`config.mk`:
```
export PLATFORM = sky130hd
export DESIGN_NAME = rram_wv_ctrl
export DESIGN_NICKNAME = d
export VERILOG_FILES = /design/src/rtl/rram_wv_pkg.sv /design/src/rtl/wv_step_table.sv /design/src/rtl/wv_verify_judge.sv /design/src/rtl/wv_seq_fsm.sv /design/src/rtl/rram_wv_ctrl.sv
export SDC_FILE = /design/constraint.sdc
export NUM_CORES = 1
export LEC_CHECK = 0
export ABC_CLOCK_PERIOD_IN_PS = 17950
export BUFFER_PORTS_ARGS = -buffer_cell sky130_fd_sc_hd__buf_2
export CAP_MARGIN = 20
export CORE_MARGIN = 2
export CORE_UTILIZATION = 45
export CTS_BUF_LIST = sky130_fd_sc_hd__clkbuf_16
export DETAILED_ROUTE_END_ITERATION = 10
export PLACE_DENSITY = 0.7
export SLEW_MARGIN = 20
export SYNTH_ARGS = -nofsm -noshare
export SYNTH_HDL_FRONTEND = slang
export SYNTH_HIERARCHICAL = 1
export SYNTH_SLANG_ARGS = --single-unit
```
`constraint.sdc`:
```
create_clock -name clk -period 17.95 [get_ports clk]
set_input_delay 3.59 -clock clk [delete_from_list [all_inputs] [get_ports clk]]
set_output_delay 3.59 -clock clk [all_outputs]
set_load 0.1 [all_outputs]
```
`src/rtl/rram_wv_pkg.sv`:
```
package rram_wv_pkg;
  typedef enum logic [2:0] {
    S_IDLE   = 3'd0,
    S_ISSUE  = 3'd1,
    S_PULSE  = 3'd2,
    S_GAP    = 3'd3,
    S_VERIFY = 3'd4
  } wv_state_e;
endpackage

```
`src/rtl/wv_step_table.sv`:
```
module wv_step_table #(
  parameter int STEPS = 16,
  parameter int AMP_W = 8,
  parameter int WID_W = 6
) (
  input  logic                     clk,
  input  logic                     rst_n,
  input  logic                     we,
  input  logic [$clog2(STEPS)-1:0] widx,
  input  logic [AMP_W-1:0]         wamp,
  input  logic [WID_W-1:0]         wwid,
  input  logic [$clog2(STEPS)-1:0] ridx,
  output logic [AMP_W-1:0]         ramp,
  output logic [WID_W-1:0]         rwid
);
  logic [AMP_W-1:0] amp_mem [STEPS];
  logic [WID_W-1:0] wid_mem [STEPS];

  always_ff @(posedge clk or negedge rst_n) begin
    if (!rst_n) begin
      for (int i = 0; i < STEPS; i++) begin
        amp_mem[i] <= '0;
        wid_mem[i] <= '0;
      end
    end else if (we) begin
      amp_mem[widx] <= wamp;
      wid_mem[widx] <= wwid;
    end
  end

  assign ramp = amp_mem[ridx];
  assign rwid = wid_mem[ridx];
endmodule

```
`src/rtl/wv_verify_judge.sv`:
```
module wv_verify_judge #(
  parameter int CUR_W = 8
) (
  input  logic             phase_set,
  input  logic [1:0]       tgt,
  input  logic [CUR_W-1:0] cur,
  input  logic [CUR_W-1:0] thr_reset,
  input  logic [CUR_W-1:0] thr_lvl1,
  input  logic [CUR_W-1:0] thr_lvl2,
  output logic             pass
);
  always_comb begin
    if (!phase_set) begin
      pass = (cur <= thr_reset);
    end else if (tgt == 2'd1) begin
      pass = (cur >= thr_lvl1);
    end else begin
      pass = (cur >= thr_lvl2);
    end
  end
endmodule

```
`src/rtl/wv_seq_fsm.sv`:
```
module wv_seq_fsm
  import rram_wv_pkg::*;
#(
  parameter int STEPS = 16,
  parameter int AMP_W = 8,
  parameter int WID_W = 6
) (
  input  logic                       clk,
  input  logic                       rst_n,
  input  logic                       start,
  input  logic [1:0]                 target,
  input  logic                       init_mode,
  input  logic [AMP_W-1:0]           tbl_amp,
  input  logic [WID_W-1:0]           tbl_wid,
  input  logic                       vfy_valid,
  input  logic                       vfy_pass,
  output logic [$clog2(STEPS)-1:0]   step_idx,
  output logic                       phase_set,
  output logic [1:0]                 tgt,
  output logic                       busy,
  output logic                       pulse_on,
  output logic [AMP_W-1:0]           pulse_amp,
  output logic                       vfy_req,
  output logic                       done,
  output logic                       fail,
  output logic [$clog2(STEPS+1)-1:0] rst_iters,
  output logic [$clog2(STEPS+1)-1:0] set_iters
);
  localparam int IDX_W = $clog2(STEPS);
  localparam int CNT_W = $clog2(STEPS + 1);
  localparam logic [IDX_W-1:0] LAST_IDX = IDX_W'(STEPS - 1);

  wv_state_e        state_q, state_d;
  logic             phase_q, phase_d;
  logic [IDX_W-1:0] idx_q, idx_d;
  logic [WID_W-1:0] wcnt_q, wcnt_d;
  logic [AMP_W-1:0] amp_q, amp_d;
  logic [1:0]       tgt_q, tgt_d;
  logic             mode_q, mode_d;
  logic             done_q, done_d;
  logic             fail_q, fail_d;
  logic [CNT_W-1:0] rcnt_q, rcnt_d;
  logic [CNT_W-1:0] scnt_q, scnt_d;
  logic             leave_reset;

  always_comb begin
    state_d     = state_q;
    phase_d     = phase_q;
    idx_d       = idx_q;
    wcnt_d      = wcnt_q;
    amp_d       = amp_q;
    tgt_d       = tgt_q;
    mode_d      = mode_q;
    done_d      = done_q;
    fail_d      = fail_q;
    rcnt_d      = rcnt_q;
    scnt_d      = scnt_q;
    leave_reset = 1'b0;
    unique case (state_q)
      S_IDLE: begin
        if (start) begin
          tgt_d   = target;
          mode_d  = init_mode;
          phase_d = 1'b0;
          idx_d   = '0;
          done_d  = 1'b0;
          fail_d  = 1'b0;
          rcnt_d  = '0;
          scnt_d  = '0;
          state_d = S_ISSUE;
        end
      end
      S_ISSUE: begin
        amp_d  = tbl_amp;
        wcnt_d = tbl_wid;
        if (phase_q) scnt_d = scnt_q + CNT_W'(1);
        else         rcnt_d = rcnt_q + CNT_W'(1);
        state_d = S_PULSE;
      end
      S_PULSE: begin
        if (wcnt_q == '0) state_d = S_GAP;
        else              wcnt_d  = wcnt_q - WID_W'(1);
      end
      S_GAP: begin
        if (!phase_q && !mode_q) leave_reset = 1'b1;
        else                     state_d     = S_VERIFY;
      end
      S_VERIFY: begin
        if (vfy_valid) begin
          if (vfy_pass) begin
            if (!phase_q) begin
              leave_reset = 1'b1;
            end else begin
              done_d  = 1'b1;
              state_d = S_IDLE;
            end
          end else if (idx_q == LAST_IDX) begin
            fail_d  = 1'b1;
            state_d = S_IDLE;
          end else begin
            idx_d   = idx_q + IDX_W'(1);
            state_d = S_ISSUE;
          end
        end
      end
      default: state_d = S_IDLE;
    endcase
    if (leave_reset) begin
      if (tgt_q == 2'd0) begin
        done_d  = 1'b1;
        state_d = S_IDLE;
      end else begin
        phase_d = 1'b1;
        idx_d   = '0;
        state_d = S_ISSUE;
      end
    end
  end

  always_ff @(posedge clk or negedge rst_n) begin
    if (!rst_n) begin
      state_q <= S_IDLE;
      phase_q <= 1'b0;
      idx_q   <= '0;
      wcnt_q  <= '0;
      amp_q   <= '0;
      tgt_q   <= '0;
      mode_q  <= 1'b0;
      done_q  <= 1'b0;
      fail_q  <= 1'b0;
      rcnt_q  <= '0;
      scnt_q  <= '0;
    end else begin
      state_q <= state_d;
      phase_q <= phase_d;
      idx_q   <= idx_d;
      wcnt_q  <= wcnt_d;
      amp_q   <= amp_d;
      tgt_q   <= tgt_d;
      mode_q  <= mode_d;
      done_q  <= done_d;
      fail_q  <= fail_d;
      rcnt_q  <= rcnt_d;
      scnt_q  <= scnt_d;
    end
  end

  assign step_idx  = idx_q;
  assign phase_set = phase_q;
  assign tgt       = tgt_q;
  assign busy      = (state_q != S_IDLE);
  assign pulse_on  = (state_q == S_PULSE);
  assign pulse_amp = (state_q == S_PULSE) ? amp_q : '0;
  assign vfy_req   = (state_q == S_VERIFY);
  assign done      = done_q;
  assign fail      = fail_q;
  assign rst_iters = rcnt_q;
  assign set_iters = scnt_q;
endmodule

```
`src/rtl/rram_wv_ctrl.sv`:
```
module rram_wv_ctrl #(
  parameter int STEPS = 16,
  parameter int AMP_W = 8,
  parameter int WID_W = 6,
  parameter int CUR_W = 8
) (
  input  logic                       clk,
  input  logic                       rst_n,
  input  logic                       start,
  input  logic [1:0]                 target,
  input  logic                       init_mode,
  input  logic [CUR_W-1:0]           thr_reset,
  input  logic [CUR_W-1:0]           thr_lvl1,
  input  logic [CUR_W-1:0]           thr_lvl2,
  input  logic                       cfg_we,
  input  logic                       cfg_set,
  input  logic [$clog2(STEPS)-1:0]   cfg_idx,
  input  logic [AMP_W-1:0]           cfg_amp,
  input  logic [WID_W-1:0]           cfg_width,
  input  logic                       vfy_valid,
  input  logic [CUR_W-1:0]           vfy_current,
  output logic                       busy,
  output logic                       pulse_on,
  output logic [AMP_W-1:0]           pulse_amp,
  output logic                       pol_set,
  output logic                       vfy_req,
  output logic                       done,
  output logic                       fail,
  output logic [$clog2(STEPS+1)-1:0] rst_iters,
  output logic [$clog2(STEPS+1)-1:0] set_iters
);
  localparam int IDX_W = $clog2(STEPS);
  localparam int NPH   = 2;

  logic [1:0]       rsync_q;
  logic             rst_int_n;
  logic [AMP_W-1:0] amp_arr [NPH];
  logic [WID_W-1:0] wid_arr [NPH];
  logic [IDX_W-1:0] step_idx;
  logic             phase_set;
  logic [1:0]       tgt;
  logic             vfy_pass;

  always_ff @(posedge clk or negedge rst_n) begin
    if (!rst_n) rsync_q <= 2'b00;
    else        rsync_q <= {rsync_q[0], 1'b1};
  end
  assign rst_int_n = rsync_q[1];

  for (genvar p = 0; p < NPH; p++) begin : g_tbl
    wv_step_table #(.STEPS(STEPS), .AMP_W(AMP_W), .WID_W(WID_W)) u_tbl (
      .clk  (clk),
      .rst_n(rst_int_n),
      .we   (cfg_we && (cfg_set == 1'(p))),
      .widx (cfg_idx),
      .wamp (cfg_amp),
      .wwid (cfg_width),
      .ridx (step_idx),
      .ramp (amp_arr[p]),
      .rwid (wid_arr[p])
    );
  end

  wv_verify_judge #(.CUR_W(CUR_W)) u_judge (
    .phase_set(phase_set),
    .tgt      (tgt),
    .cur      (vfy_current),
    .thr_reset(thr_reset),
    .thr_lvl1 (thr_lvl1),
    .thr_lvl2 (thr_lvl2),
    .pass     (vfy_pass)
  );

  wv_seq_fsm #(.STEPS(STEPS), .AMP_W(AMP_W), .WID_W(WID_W)) u_fsm (
    .clk      (clk),
    .rst_n    (rst_int_n),
    .start    (start),
    .target   (target),
    .init_mode(init_mode),
    .tbl_amp  (amp_arr[phase_set]),
    .tbl_wid  (wid_arr[phase_set]),
    .vfy_valid(vfy_valid),
    .vfy_pass (vfy_pass),
    .step_idx (step_idx),
    .phase_set(phase_set),
    .tgt      (tgt),
    .busy     (busy),
    .pulse_on (pulse_on),
    .pulse_amp(pulse_amp),
    .vfy_req  (vfy_req),
    .done     (done),
    .fail     (fail),
    .rst_iters(rst_iters),
    .set_iters(set_iters)
  );

  assign pol_set = phase_set;
endmodule

```
==> flow_metrics.env, run 1 <==
export IMPL_register_area_mm2=0.0122
export IMPL_grt_max_degree=190
export IMPL_p_sw_share_pct=29.2
export IMPL_cts_root_buf="clkbuf_16"
export IMPL_grt_usage_pct=20.3
export IMPL_drt_pass1_iterations=5
export IMPL_cts_hold_buffers_added=0
export IMPL_hold_path_end="rsync_q[1]$_DFF_PN0_"
export IMPL_synth_nets=1642
export IMPL_power_density_mw_per_mm2=124
export IMPL_status="finished clean"
export IMPL_fin_worst_skew_ns=0.0198
export IMPL_seqPwrFrac_pct=46.3
export IMPL_syn_to_final_growth_pct=11.8
export IMPL_hold_violations=0
export IMPL_r2r_slack_ns=14.17
export IMPL_die_h_um=229
export IMPL_core_area_mm2=0.0501
export IMPL_placed_cells=2224
export IMPL_end_kind="output port"
export IMPL_p_switching_w=0.000925
export IMPL_cts_buffer_depth=3
export IMPL_worstSkewPairLatency_ns=0.57
export IMPL_avgSynthCellArea_um2=14.7
export IMPL_yosys_warnings=6
export IMPL_htreeDepth=2
export IMPL_cp_max_fo=15
export IMPL_yosysTopAreaCellShare_pct=53.4
export IMPL_holdCritPathClass="reg -> reg"
export IMPL_drc_errors=0
export IMPL_max_cap_violations=0
export IMPL_cts_resized=0
export IMPL_slew_headroom_pct=25.9
export IMPL_dpl_worst_slack_ns=11.93
export IMPL_synth_most_common_cell="dfrtp_1"
export IMPL_nets=1692
export IMPL_p_leak_nw=11.3
export IMPL_fmaxAchievable_mhz=154
export IMPL_synth_area_leader_cell="dfrtp_1"
export IMPL_period_share_pct=36.1
export IMPL_routed_wl_um=52600
export IMPL_cts_setup_buffers=0
export IMPL_worstPathArrival_ns=2.90
export IMPL_period_minus_slack_ns=6.49
export IMPL_fill_cells=4213
export IMPL_whs_path_depth=0
export IMPL_startpoint_type="flop"
export IMPL_grt_pass1_wl_um=82600
export IMPL_io_pins=83
export IMPL_cts_tree="yes"
export IMPL_tns_ns=0
export IMPL_synth_async_reset_ratio_pct=100
export IMPL_cts_made_buffers=49
export IMPL_r2r_cells=7
export IMPL_power_frac_comb_pct=22.4
export IMPL_hold_ws_ns=0.359
export IMPL_hp_start="rsync_q[0]$_DFF_PN0_"
export IMPL_slew_viol_final=0
export IMPL_tightest_slew_ns=1.11
export IMPL_vias=13400
export IMPL_start_util_pct=45.6
export IMPL_final_antenna_net_count=0
export IMPL_final_cells=2318
export IMPL_yosys_top_cells_count="dfrtp_1, mux2_2, mux4_2, nand2_1, clkbuf_1"
export IMPL_r2r_end="u_fsm/wcnt_q[2]$_DFFE_PN0P_"
export IMPL_grt_pass1_vias=14200
export IMPL_critical_path_class="reg -> out"
export IMPL_die_w_um=229
export IMPL_synthTopCellsByArea="dfrtp_1, mux2_2, mux4_2"
export IMPL_final_core_util_pct=51.0
export IMPL_gp_congestion=0.841
export IMPL_drive_gt1_share_pct=48.3
export IMPL_dr_first_iter_drc_count=1134
export IMPL_hpwlAfterDp_um=32000
export IMPL_synth_ff_type="dfrtp_1"
export IMPL_synth_enable_flop_cells=0
export IMPL_setup_violations=0
export IMPL_clock_sinks=487
export IMPL_ys_seq_area_share_pct=53.4
export IMPL_synth_seq_cells=487
export IMPL_clk_pin_slew_ns=0.06
export IMPL_clockPowerShare_pct=31.3
export IMPL_rsz0062_at_grt="false"
export IMPL_synth_distinct_cells=55
export IMPL_vias_per_cell=5.78
export IMPL_worst_slack_ns=11.46
export IMPL_die_area_mm2=0.0525
export IMPL_antenna_found_initial=2
export IMPL_wire_per_inst_um=22.7
export IMPL_internal_power_w=0.00225
export IMPL_io_buffers=82
export IMPL_crit_required_ns=14.36
export IMPL_r2r_start="u_fsm/step_idx[0]$_DFF_PN0_"
export IMPL_core_rowCount=82
export IMPL_netlist_instances=1554
export IMPL_multiInputGateArea_mm2=0.0101
export IMPL_synth_area_mm2=0.0228
export IMPL_grt_overflow_total=0
export IMPL_peakVddDrop_v=0.0000912
-- cells in the final DEF (no fill, tap or decap), types with 3 or more instances in the layout --
| master | instances |
|---|---|
| nand4_1 | 7 |
| dfrtp_4 | 3 |
| mux4_2 | 112 |
| a22oi_1 | 58 |
| nor2_2 | 11 |
| xor2_1 | 5 |
| o21ai_0 | 11 |
| nand3b_1 | 4 |
| nand2_1 | 65 |
| nor2_1 | 26 |
| buf_4 | 27 |
| dfrtp_1 | 483 |
| ha_1 | 29 |
| and2_1 | 10 |
| clkinv_2 | 10 |
| a21oi_1 | 13 |
| nand4b_1 | 4 |
| nor3_1 | 5 |
| or3_1 | 7 |
| nand2b_1 | 10 |
| nand3_1 | 9 |
| bufinv_16 | 4 |
| a31oi_1 | 6 |
| mux2_2 | 466 |
| clkinv_1 | 14 |
| a211oi_1 | 4 |
| nor2b_1 | 9 |
| clkbuf_16 | 51 |
| nor4b_2 | 3 |
| nor3_2 | 11 |
| inv_1 | 36 |
| o22ai_1 | 3 |
| buf_2 | 82 |
| and3_1 | 3 |
-- worst max path at each step --
stage | start | end | slack, ns | cells past startpoint
floorplan | rsync_q[1]$_DFF_PN0_ | g_tbl[0].u_tbl/amp_mem[0]$_DFFE_PN0P_ | 3.37 | 0
global route | u_fsm/state_q[1]$_DFFE_PN0P_ | pulse_amp[1] | 11.25 | 4
finish | u_fsm/state_q[1]$_DFFE_PN0P_ | pulse_amp[5] | 11.46 | 4
global placement | cfg_we | g_tbl[0].u_tbl/amp_mem[66]$_DFFE_PN0P_ | 11.91 | 5
CTS | u_fsm/state_q[1]$_DFFE_PN0P_ | pulse_amp[5] | 11.45 | 4
detailed placement | vfy_current[5] | u_fsm/step_idx[3]$_DFF_PN0_ | 11.93 | 10
-- final cells by class --
cell class | instances | area share [%]
timing repair buffer | 112 | 2.63
tap | 672 | 3.30
inverter | 28 | 0.412
clock buffer | 51 | 5.00
sequential | 487 | 47.8
multi-input combinational | 926 | 39.7
clock inverter | 40 | 1.12
antenna | 2 | 0.0196
-- through the flow --
stage / area, µm² / total power, W
global route: 25500 / 0.00333
detailed placement: 23900 / 0.00220
floorplan: 22800 / 0.00202
finish: 25500 / 0.00317
global placement: 23900 / 0.00216
CTS: 25500 / 0.00320
-- layer usage --
metal	part of all wire (%)	GRT usage (%)
met5	0.017	0
met4	2.2	5.40
met3	5.7	3.57
met2	47	32.5
met1	45	28.7
-- sequential cells by signal (all words and copies together) (netlist names), 2 cells and up --
signal,cells
u_fsm/set_iters,5
g_tbl.u_tbl/wid_mem,192
u_fsm/amp_q,8
u_fsm/state_q,3
u_fsm/rst_iters,5
g_tbl.u_tbl/amp_mem,256
u_fsm/step_idx,4
u_fsm/wcnt_q,6
rsync_q,2
u_fsm/tgt,2
-- kinds of logic (layout without fill, tap and decap cells) --
kind of cell / count (synthesis) / count (layout) / share of synthesized area [%]
compound gates: 115 / 115 / 3.56
xor+xnor: 5 / 5 / 0.192
fa+ha+maj: 29 / 29 / 1.59
buf+inv: 141 / 231 / 2.62
flops: 487 / 487 / 53.4
mux: 578 / 578 / 34.0
other cells: 1 / 3 / 0.0164
simple gates: 198 / 198 / 4.58
-- critical path, stage by stage (launching register included) --
cell     delay, ns
dfrtp_1       0.59
or3b_1        0.61
inv_1         0.48
and2_1        0.21
buf_2         0.42
-- power by group through the flow --
stage / Combinational [W] / Sequential (W) / Clock, W
5_1_grt: 0.000766 / 0.00150 / 0.00106
3_5_place_dp: 0.000712 / 0.00149 / 0
4_1_cts: 0.000715 / 0.00147 / 0.00102
6_report: 0.000711 / 0.00147 / 0.000993
2_1_floorplan: 0.000550 / 0.00147 / 0
3_3_place_gp: 0.000689 / 0.00147 / 0
(Power assumes the default switching activity.)
==> run 2, diff against run 1 <==
- ABC_AREA: not set -> 1
- ABC_CLOCK_PERIOD_IN_PS: 17950 -> 6550
- clock period: 17.95 -> 6.55 ns (I/O delays scaled with it)
==> run 2 against run 1 <==
Sequential share of layout area decreased by 2.9 points. Cell count is 78% higher. Non-clock buffer count down 11. Flip-flop and latch count unchanged. Wire length increased by 30%. Hold slack worse by 0.012 ns. Critical path type unchanged. First-iteration DRC count rose by 93%. Die area is 9.3% higher. Utilization shrank 1.5 points. Clock skew down 0.0024 ns.
==> flow_metrics.env, run 2 <==
export IMPL_status="finished clean"
export IMPL_final_antenna_net_count=0
export IMPL_die_area_mm2=0.0574
export IMPL_hold_ws_ns=0.347
export IMPL_final_common_cell="nand2_1"
export IMPL_wire_per_inst_um=16.6
export IMPL_cts_resized=0
export IMPL_synth_distinct_cells=38
export IMPL_regMostFlops="g_tbl.u_tbl/amp_mem"
export IMPL_holdCritPathClass="reg -> reg"
export IMPL_internal_power_w=0.00608
export IMPL_crit_required_ns=5.24
export IMPL_gp_congestion=0.823
export IMPL_fin_worst_skew_ns=0.0174
export IMPL_synth_ff_type="dfrtp_1"
export IMPL_wl_met3_um=5290
export IMPL_drc_errors=0
export IMPL_cts_root_buf="clkbuf_16"
export IMPL_io_pins=83
export IMPL_dr_first_iter_drc_count=2191
export IMPL_avgSynthCellArea_um2=7.42
export IMPL_final_cell_mix="nand2_1, inv_1, dfrtp_1, o21ai_0, nand3_1"
export IMPL_cts_buffer_depth=3
export IMPL_vias_per_cell=5.16
export IMPL_drt_pass1_iterations=9
export IMPL_synth_nets=3455
export IMPL_grt_pass1_wl_um=110000
export IMPL_rsz0062_at_grt="false"
export IMPL_grt_max_degree=168
export IMPL_max_cap_violations=0
export IMPL_peakVddDrop_v=0.000193
export IMPL_startpoint_type="flop"
export IMPL_power_frac_comb_pct=31.4
export IMPL_clk_pin_slew_ns=0.06
export IMPL_worstSkewPairLatency_ns=0.60
export IMPL_worstPathArrival_ns=2.24
export IMPL_p_leak_nw=13.8
export IMPL_end_kind="output port"
export IMPL_core_rowCount=86
export IMPL_routed_wl_um=68500
export IMPL_p_sw_share_pct=37.6
export IMPL_maxUsedRoutingLayer="met5"
export IMPL_fill_cells=5323
export IMPL_ys_seq_area_share_pct=48.8
export IMPL_power_density_mw_per_mm2=359
export IMPL_start_util_pct=45.4
export IMPL_slew_viol_final=0
export IMPL_tns_ns=0
export IMPL_synth_enable_flop_cells=0
export IMPL_clock_sinks=487
export IMPL_clockPowerShare_pct=27.8
export IMPL_netlist_instances=3367
export IMPL_die_w_um=240
export IMPL_slew_headroom_pct=30.3
export IMPL_p_switching_w=0.00367
export IMPL_syn_to_final_growth_pct=8.77
export IMPL_synth_most_common_cell="nand2_1"
export IMPL_cts_made_buffers=51
export IMPL_setup_violations=0
export IMPL_cts_tree="yes"
export IMPL_drive_gt1_share_pct=7.63
export IMPL_cts_hold_buffers_added=0
export IMPL_seqPwrFrac_pct=40.8
export IMPL_grt_overflow_total=0
export IMPL_synth_seq_cells=487
export IMPL_synthTopCellsByArea="dfrtp_1, nand2_1, o21ai_0"
export IMPL_yosys_top_cells_count="nand2_1, inv_1, dfrtp_1, o21ai_0, nand3_1"
export IMPL_hpwlAfterDp_um=42500
export IMPL_cts_setup_buffers=0
export IMPL_synth_async_reset_ratio_pct=100
export IMPL_wl_met1_um=29900
export IMPL_synth_area_leader_cell="dfrtp_1"
export IMPL_nets=3420
export IMPL_wl_met2_um=31100
export IMPL_final_core_util_pct=49.4
export IMPL_hold_violations=0
export IMPL_tightest_slew_ns=1.04
export IMPL_vias=21300
export IMPL_period_share_pct=54.2
export IMPL_cp_max_fo=19
export IMPL_fmaxAchievable_mhz=282
export IMPL_antenna_found_initial=3
export IMPL_period_minus_slack_ns=3.55
export IMPL_yosysTopAreaCellShare_pct=48.8
export IMPL_io_buffers=82
export IMPL_htreeDepth=2
export IMPL_largestRegisters="g_tbl.u_tbl/amp_mem x256, g_tbl.u_tbl/wid_mem x192, u_fsm/amp_q x8"
export IMPL_critical_path_class="reg -> out"
export IMPL_grt_pass1_vias=20000
export IMPL_largest_register_ffs=256
export IMPL_synth_area_mm2=0.0250
export IMPL_die_h_um=240
export IMPL_grt_usage_pct=24.3
export IMPL_p_total_w=0.00976
export IMPL_core_area_mm2=0.0550
export IMPL_yosys_warnings=6
==> run 2: cell types whose count changed after synthesis, sizes merged, moves of 36 or more <==
cell    before   now
clkbuf      63   103
nand2       65  1139
mux4       112     0
nand3        9   414
o21ai       11   470
inv         27   530
mux2       466     0
buf         50    86
a22oi       58     0
==> run 2: metal layers <==
| metal | vias up | track usage [%] |
|---|---|---|
| met2 | 743 | 38.4 |
| met4 | 2 | 8.09 |
| li1 | 10400 | - |
| met5 | - | 0 |
| met1 | 10000 | 33.8 |
| met3 | 133 | 4.18 |
==> run 2: cell families (layout without fill, tap and decap cells) <==
logic type	count (synthesis)	in the layout	synth area share, %
compound gates	488	488	9.95
xor+xnor	6	6	0.210
fa+ha+maj	29	29	1.45
buf+inv	719	720	11.4
flops	487	487	48.8
other cells	1	3	0.0150
simple gates	1637	1637	28.2
==> run 2: final timing paths <==
kind | from | endpoint | slack, ns | cells past startpoint
max | u_fsm/state_q[2]$_DFFE_PN0P_ | pulse_amp[7] | 3.00 | 4
min | rsync_q[0]$_DFF_PN0_ | rsync_q[1]$_DFF_PN0_ | 0.35 | 0
max reg2reg | u_fsm/step_idx[0]$_DFF_PN0_ | u_fsm/wcnt_q[1]$_DFFE_PN0P_ | 3.16 | 13
min reg2reg | rsync_q[0]$_DFF_PN0_ | rsync_q[1]$_DFF_PN0_ | 0.35 | 0
max in group asynchronous | rsync_q[1]$_DFF_PN0_ | u_fsm/rst_iters[2]$_DFFE_PN0P_ | 4.60 | 1
min in group asynchronous | rsync_q[1]$_DFF_PN0_ | g_tbl[0].u_tbl/amp_mem[126]$_DFFE_PN0P_ | 0.45 | 0
==> run 2: per-stage QoR <==
stage | instances | instance area (µm²) | setup WS, ns
floorplan | 3367 | 25000 | 1.80
global route | 4116 | 27200 | 2.91
finish | 4118 | 27200 | 3.00
detailed placement | 4027 | 25600 | 2.98
CTS | 4116 | 27200 | 2.99
global placement | 4027 | 25600 | 3.11
==> run 2: final cells by class <==
type | count | area (µm²) | share of cell area (%)
Sequential cell | 487 | 12200 | 44.9
Multi-Input combinational cell | 2161 | 9950 | 36.6
Inverter | 530 | 2000 | 7.36
Clock buffer | 53 | 1330 | 4.88
Tap cell | 748 | 936 | 3.44
Timing Repair Buffer | 101 | 566 | 2.08
Clock inverter | 36 | 200 | 0.737
Antenna cell | 2 | 5.00 | 0.0184
==> run 2: power groups by stage <==
| stage | Combinational (W) | Clock, W | Sequential [W] |
|---|---|---|---|
| floorplan | 0.00221 | 0 | 0.00411 |
| global placement | 0.00300 | 0 | 0.00400 |
| detailed placement | 0.00304 | 0 | 0.00402 |
| CTS | 0.00306 | 0.00277 | 0.00397 |
| global route | 0.00345 | 0.00289 | 0.00405 |
| finish | 0.00307 | 0.00271 | 0.00398 |
==> run 2: critical path, cell delays in order (launching register included) <==
cell,delay [ns]
dfrtp_1,0.46
inv_4,0.15
nand3_4,0.28
nor2_1,0.27
buf_2,0.47
